[config.mk]
export PLATFORM = sky130hd
export DESIGN_NAME = rmt_inflight
export DESIGN_NICKNAME = d
export VERILOG_FILES = /design/src/rtl/rmt_inflight.sv
export SDC_FILE = /design/constraint.sdc
export NUM_CORES = 1
export LEC_CHECK = 0
export ABC_AREA = 1
export BUFFER_PORTS_ARGS = -buffer_cell sky130_fd_sc_hd__buf_2
export CORE_UTILIZATION = 55
export CTS_CLUSTER_DIAMETER = 50
export DETAILED_ROUTE_END_ITERATION = 10
export PLACE_DENSITY_LB_ADDON = 0.2
export SLEW_MARGIN = 20
export SYNTH_ARGS = -nofsm -noshare
export SYNTH_HDL_FRONTEND = slang
export SYNTH_SLANG_ARGS = --single-unit
export TNS_END_PERCENT = 30
[constraint.sdc]
create_clock -name clk -period 2.2 [get_ports clk]
set_clock_uncertainty 0.2 [all_clocks]
set_input_delay 0.22 -clock clk [delete_from_list [all_inputs] [get_ports clk]]
set_output_delay 0.22 -clock clk [all_outputs]
set_load 0.05 [all_outputs]
[src/rtl/rmt_inflight.sv]
module rmt_inflight #(
    parameter int DEPTH = 4,
    parameter int AW    = 24,
    parameter int IW    = 8
) (
    input  logic          clk,
    input  logic          rst,
    input  logic [AW-1:0] probe_addr,
    output logic          probe_hit,
    output logic          full,
    input  logic          alloc,
    input  logic          alloc_write,
    input  logic [IW-1:0] alloc_idx,
    input  logic [7:0]    alloc_byte,
    input  logic          rel_req,
    input  logic [AW-1:0] rel_addr,
    output logic          rel_hit,
    output logic          rel_write,
    output logic [IW-1:0] rel_idx,
    output logic [7:0]    rel_byte
);
    logic          busy   [DEPTH];
    logic [AW-1:0] e_addr [DEPTH];
    logic          e_wr   [DEPTH];
    logic [IW-1:0] e_idx  [DEPTH];
    logic [7:0]    e_byte [DEPTH];

    logic [DEPTH-1:0] busy_v, probe_m, rel_m, slot_oh;

    genvar g;
    generate
        for (g = 0; g < DEPTH; g++) begin : g_slot
            assign busy_v[g]  = busy[g];
            assign probe_m[g] = busy[g] && (e_addr[g] == probe_addr);
            assign rel_m[g]   = busy[g] && (e_addr[g] == rel_addr);

            always_ff @(posedge clk) begin
                if (rst) begin
                    busy[g]   <= 1'b0;
                    e_addr[g] <= '0;
                    e_wr[g]   <= 1'b0;
                    e_idx[g]  <= '0;
                    e_byte[g] <= '0;
                end else begin
                    if (rel_req && rel_m[g]) busy[g] <= 1'b0;
                    if (alloc && slot_oh[g]) begin
                        busy[g]   <= 1'b1;
                        e_addr[g] <= probe_addr;
                        e_wr[g]   <= alloc_write;
                        e_idx[g]  <= alloc_idx;
                        e_byte[g] <= alloc_byte;
                    end
                end
            end
        end
    endgenerate

    // lowest free slot wins
    always_comb begin
        slot_oh = '0;
        for (int i = DEPTH - 1; i >= 0; i--)
            if (!busy[i]) slot_oh = DEPTH'(1) << i;
    end

    always_comb begin
        rel_write = 1'b0;
        rel_idx   = '0;
        rel_byte  = '0;
        for (int i = 0; i < DEPTH; i++) begin
            if (rel_m[i]) begin
                rel_write = rel_write | e_wr[i];
                rel_idx   = rel_idx   | e_idx[i];
                rel_byte  = rel_byte  | e_byte[i];
            end
        end
    end

    assign probe_hit = |probe_m;
    assign full      = &busy_v;
    assign rel_hit   = rel_req && (|rel_m);
endmodule

==> run_results.csv <==
group,metric,value,unit
run_status,run_status,"finished with violations",
run_status,violated_checks,"setup timing",
global_route,grt_pass1_vias,9019,
logic_synthesis,synth.mux.area_fraction,0,
global_route,grt_start_max_net_pins,33,
route,wl_met3,3920,µm
placed_design,numPlacedInstances,1598,
placed_design,finalWeightedCongestion,1.02,
cells_and_area,leading_cell_types_in_the_layout_fill_and_taps_excluded,"nand2_1, nor2_1, edfxtp_1",
sta,timing.final.crit_share,1.24,
sta,final_hold_viol_count,0,
min_path,worst_hold_path_type,"in -> reg",
floorplan,start_util,0.564,
clock_network,clock_tree.root_cell,"clkbuf_16",
setup_path,critPathMaxFanout,5,
logic_synthesis,syn_area_per_cell,8.16,µm²
setup_path,critical_path.startpoint,"e_addr[2][13]$_SDFFCE_PN0P_",
clock_network,clkSlewWorstSetupHoldPaths,0.07,ns
global_route,gr-total-overflow,0,
cells_and_area,area_growth,31.1,%
route,met2RoutedLength,15700,µm
floorplan,core_area,17400,µm²
logic_synthesis,synth_fp_nets,1267,
setup_path,critical_path.top_delay_family,"simple AND/OR/NAND/NOR gates",
clock_network,tritoncts,"yes",
power_and_ir_drop,power_leakage,0.00587,µW
sta,finalSetupViolations,19,
setup_path,worstPathRequired,1.78,ns
clock_network,number_of_buffers_on_the_longest_clock_path,2,
setup_path,cp.depth,12,
cells_and_area,number_of_fillers_in_the_final_layout,1327,
setup_path,timing.critical_path.to,"rel_hit",
clock_network,cts_sinks,168,
clock_network,clk-insertion-delay-late,0.45,ns
route,dr.pass1.iters,5,
route,drt-total-wl,34000,µm
clock_network,cts-buffers-inserted,17,
floorplan,placementRows,48,
sta,timing_worst_slew_pin_value,0.589,ns
clock_network,htree_num_levels,4,
logic_synthesis,synth-async-reset-ratio,0,
setup_path,worstPathArrival,2.32,ns
run,cap_viol_max_count,0,
setup_path,critical_path.max_stage_delay,0.41,ns
logic_synthesis,post_synthesis_sequential_area_ratio,0.516,
setup_path,crit_path_end_kind,"output port",
cells_and_area,layout_commonest_cell,"nand2_1",
sta,timing.final.crit_period,2.74,ns
setup_path,worst_r2r_path_depth,11,
logic_synthesis,synth_enable_flop_cells,168,
logic_synthesis,synth_simple_gate_area_frac,0.294,
setup_path,ff2ff_setup_slack,0.02,ns
cells_and_area,fin_nets,1501,
sta,fmax,0.365,GHz
cells_and_area,proportion_of_layout_cells_with_a_drive_suffix_above_1,0.275,
setup_path,path_class,"reg -> out",
power_and_ir_drop,power_density,630,nW/µm²
logic_synthesis,synth.ff_latch_count,168,
logic_synthesis,synth_xor_xnor_area_share,0.0537,
global_route,first_pass_grt_wire_length,51200,µm
logic_synthesis,synth_compound_gate_area_share,0.0453,
global_route,globalRouteTotalUtil,0.387,
route,first_iter_violations,1167,
logic_synthesis,post_synth_instance_area,9780,µm²
setup_path,worst_path_max_delay_cell,"edfxtp_1",
floorplan,die_width,135,µm
route,postRouteAntennaNets,0,
logic_synthesis,synth_warnings,0,
placed_design,detailedPlacementHpwl,23700,µm
placed_design,io_buffers,88,
sta,rsz_0062_raised_after_global_routing,"yes",
logic_synthesis,synthAdderAreaFrac,0,
logic_synthesis,synth_top_family_by_area,"simple AND/OR/NAND/NOR gates",
route,routed_wire_length_per_instance,20.3,µm
power_and_ir_drop,worst_ir_drop_vdd,506,µV
route,detail_route.wirelength.met1,13100,µm
setup_path,path_buf_inv,3,
cells_and_area,layoutNonFillerInstCount,1671,
setup_path,critical_path.cell_chain,"inv_1 > nand2_1 > nand2_2 > nor3_4 > nand3_4 > buf_12 > nor2_8 > nand2_2 > nand2_1 > nor2_1 > nor2_2 > buf_6",
global_route,grt_antenna_before_repair,1,
setup_path,r2r-end,"busy[1]$_DFFE_PP_",
logic_synthesis,synth-main-ff-cell,"edfxtp_1",
setup_path,r2r-start,"e_addr[1][2]$_SDFFCE_PN0P_",
sta,max_slew_violation_count,0,
logic_synthesis,synth.distinct_cells,32,
sta,maxSlewHeadroom,0.606,
logic_synthesis,netlist_instances,1198,
route,top_layer,"met4",
sta,tns_setup,-9.29,ns
route,num_vias,9251,
floorplan,floorplan.die.height,135,µm
sta,timing.final.ws_setup,-0.536,ns
route,drt_drc_violations_left,0,
route,routed_via_density,5.54,
floorplan,i_o_pin_total,89,
setup_path,worstSetupStartpointType,"flop",
floorplan,fp.dieArea,18300,µm²
-- sequential cells by signal, summed over array words and instances (netlist names) --
| signal | count |
|---|---|
| e_addr | 96 |
| e_wr | 4 |
| busy | 4 |
| e_idx | 32 |
| e_byte | 32 |
-- synth_stat cells, types with 8 or more instances --
master      n  area, µm²
inv_1     147        552
nor2_1    254        953
clkbuf_1   22       82.6
nand2_1   308       1160
nand4_1     8       50.1
o21ai_0    24        120
clkinv_1   20       75.1
edfxtp_1  168       5040
nor3_1     14       70.1
nand3_2    22        220
inv_2      22       82.6
xor2_1     24        210
xnor2_1    36        315
o22ai_1    30        188
nand2_2    13       81.3
a21oi_1     8       40.0
nand3_1    45        225
-- stage by stage --
stage	utilization	total power, µW	cell area [µm²]	worst slack [ns]	hold WS (ns)
final	0.739	8080	12800	-0.536	0.0204
after global placement	0.657	4980	11400	-0.108	0.356
after detailed placement	0.657	5000	11400	-0.126	0.360
after global routing	0.739	8280	12800	-0.609	0.0439
after floorplan	-	4410	9780	0.0316	0.262
after CTS	0.728	7990	12600	-0.485	0.00808
-- final cells by class --
type	count	area (µm²)	area share
Antenna cell	1	2.50	0.000195
Timing Repair Buffer	244	2090	0.163
Clock buffer	18	429	0.0335
Clock inverter	14	150	0.0117
Multi-Input combinational cell	812	4110	0.320
Inverter	189	712	0.0555
Sequential cell	168	5040	0.393
Tap cell	225	282	0.0220
-- where the power goes --
group / internal, µW / switching [µW]
Sequential: 3710 / 124
Combinational: 479 / 755
Clock: 1520 / 1490
Total: 5710 / 2370
-- worst reg2reg max path: cells and delay by family, from the launching register on --
family,cells,cell delay (ns)
and+or+nand+nor,7,0.71
DFF,1,0.45
buffers and inverters,3,0.40
AOI/OAI and AO/OA,1,0.13
-- worst min path at each step --
stage,cells after the start,slack (ns),startpoint,endpoint
after global placement,3,0.36,alloc_byte[3],e_byte[0][3]$_SDFFCE_PN0P_
after floorplan,2,0.26,alloc,busy[0]$_DFFE_PP_
final,3,0.02,probe_addr[5],e_addr[1][5]$_SDFFCE_PN0P_
after CTS,3,0.008,probe_addr[5],e_addr[1][5]$_SDFFCE_PN0P_
after detailed placement,3,0.36,alloc_byte[1],e_byte[1][1]$_SDFFCE_PN0P_
after global routing,3,0.04,probe_addr[5],e_addr[1][5]$_SDFFCE_PN0P_
-- per-layer routing --
layer	up-vias	global-route usage
met5	-	0
met1	4317	0.515
li1	4266	-
met4	0	0.154
met2	574	0.621
met3	94	0.0771
-- cell families (layout without fill, tap and decap cells) --
kind of cell / Yosys count / in the layout
AOI/OAI and AO/OA: 75 / 75
xor gates and xnor gates: 60 / 60
DFF: 168 / 168
other: 0 / 1
buffers and inverters: 220 / 465
and+or+nand+nor: 675 / 677
-- timing repair --
| item | CTS | global route |
|---|---|---|
| pin swaps | 32 | 22 |
| resized for setup | 88 | 40 |
| buffers inserted | 7 | 8 |
| hold buffers | 20 | 0 |
| endpoints found under the setup margin | 20 | 28 |
| gates cloned | 4 | 1 |
| hold endpoints to repair | 71 | 0 |
Power figures use the tool's default switching activity.
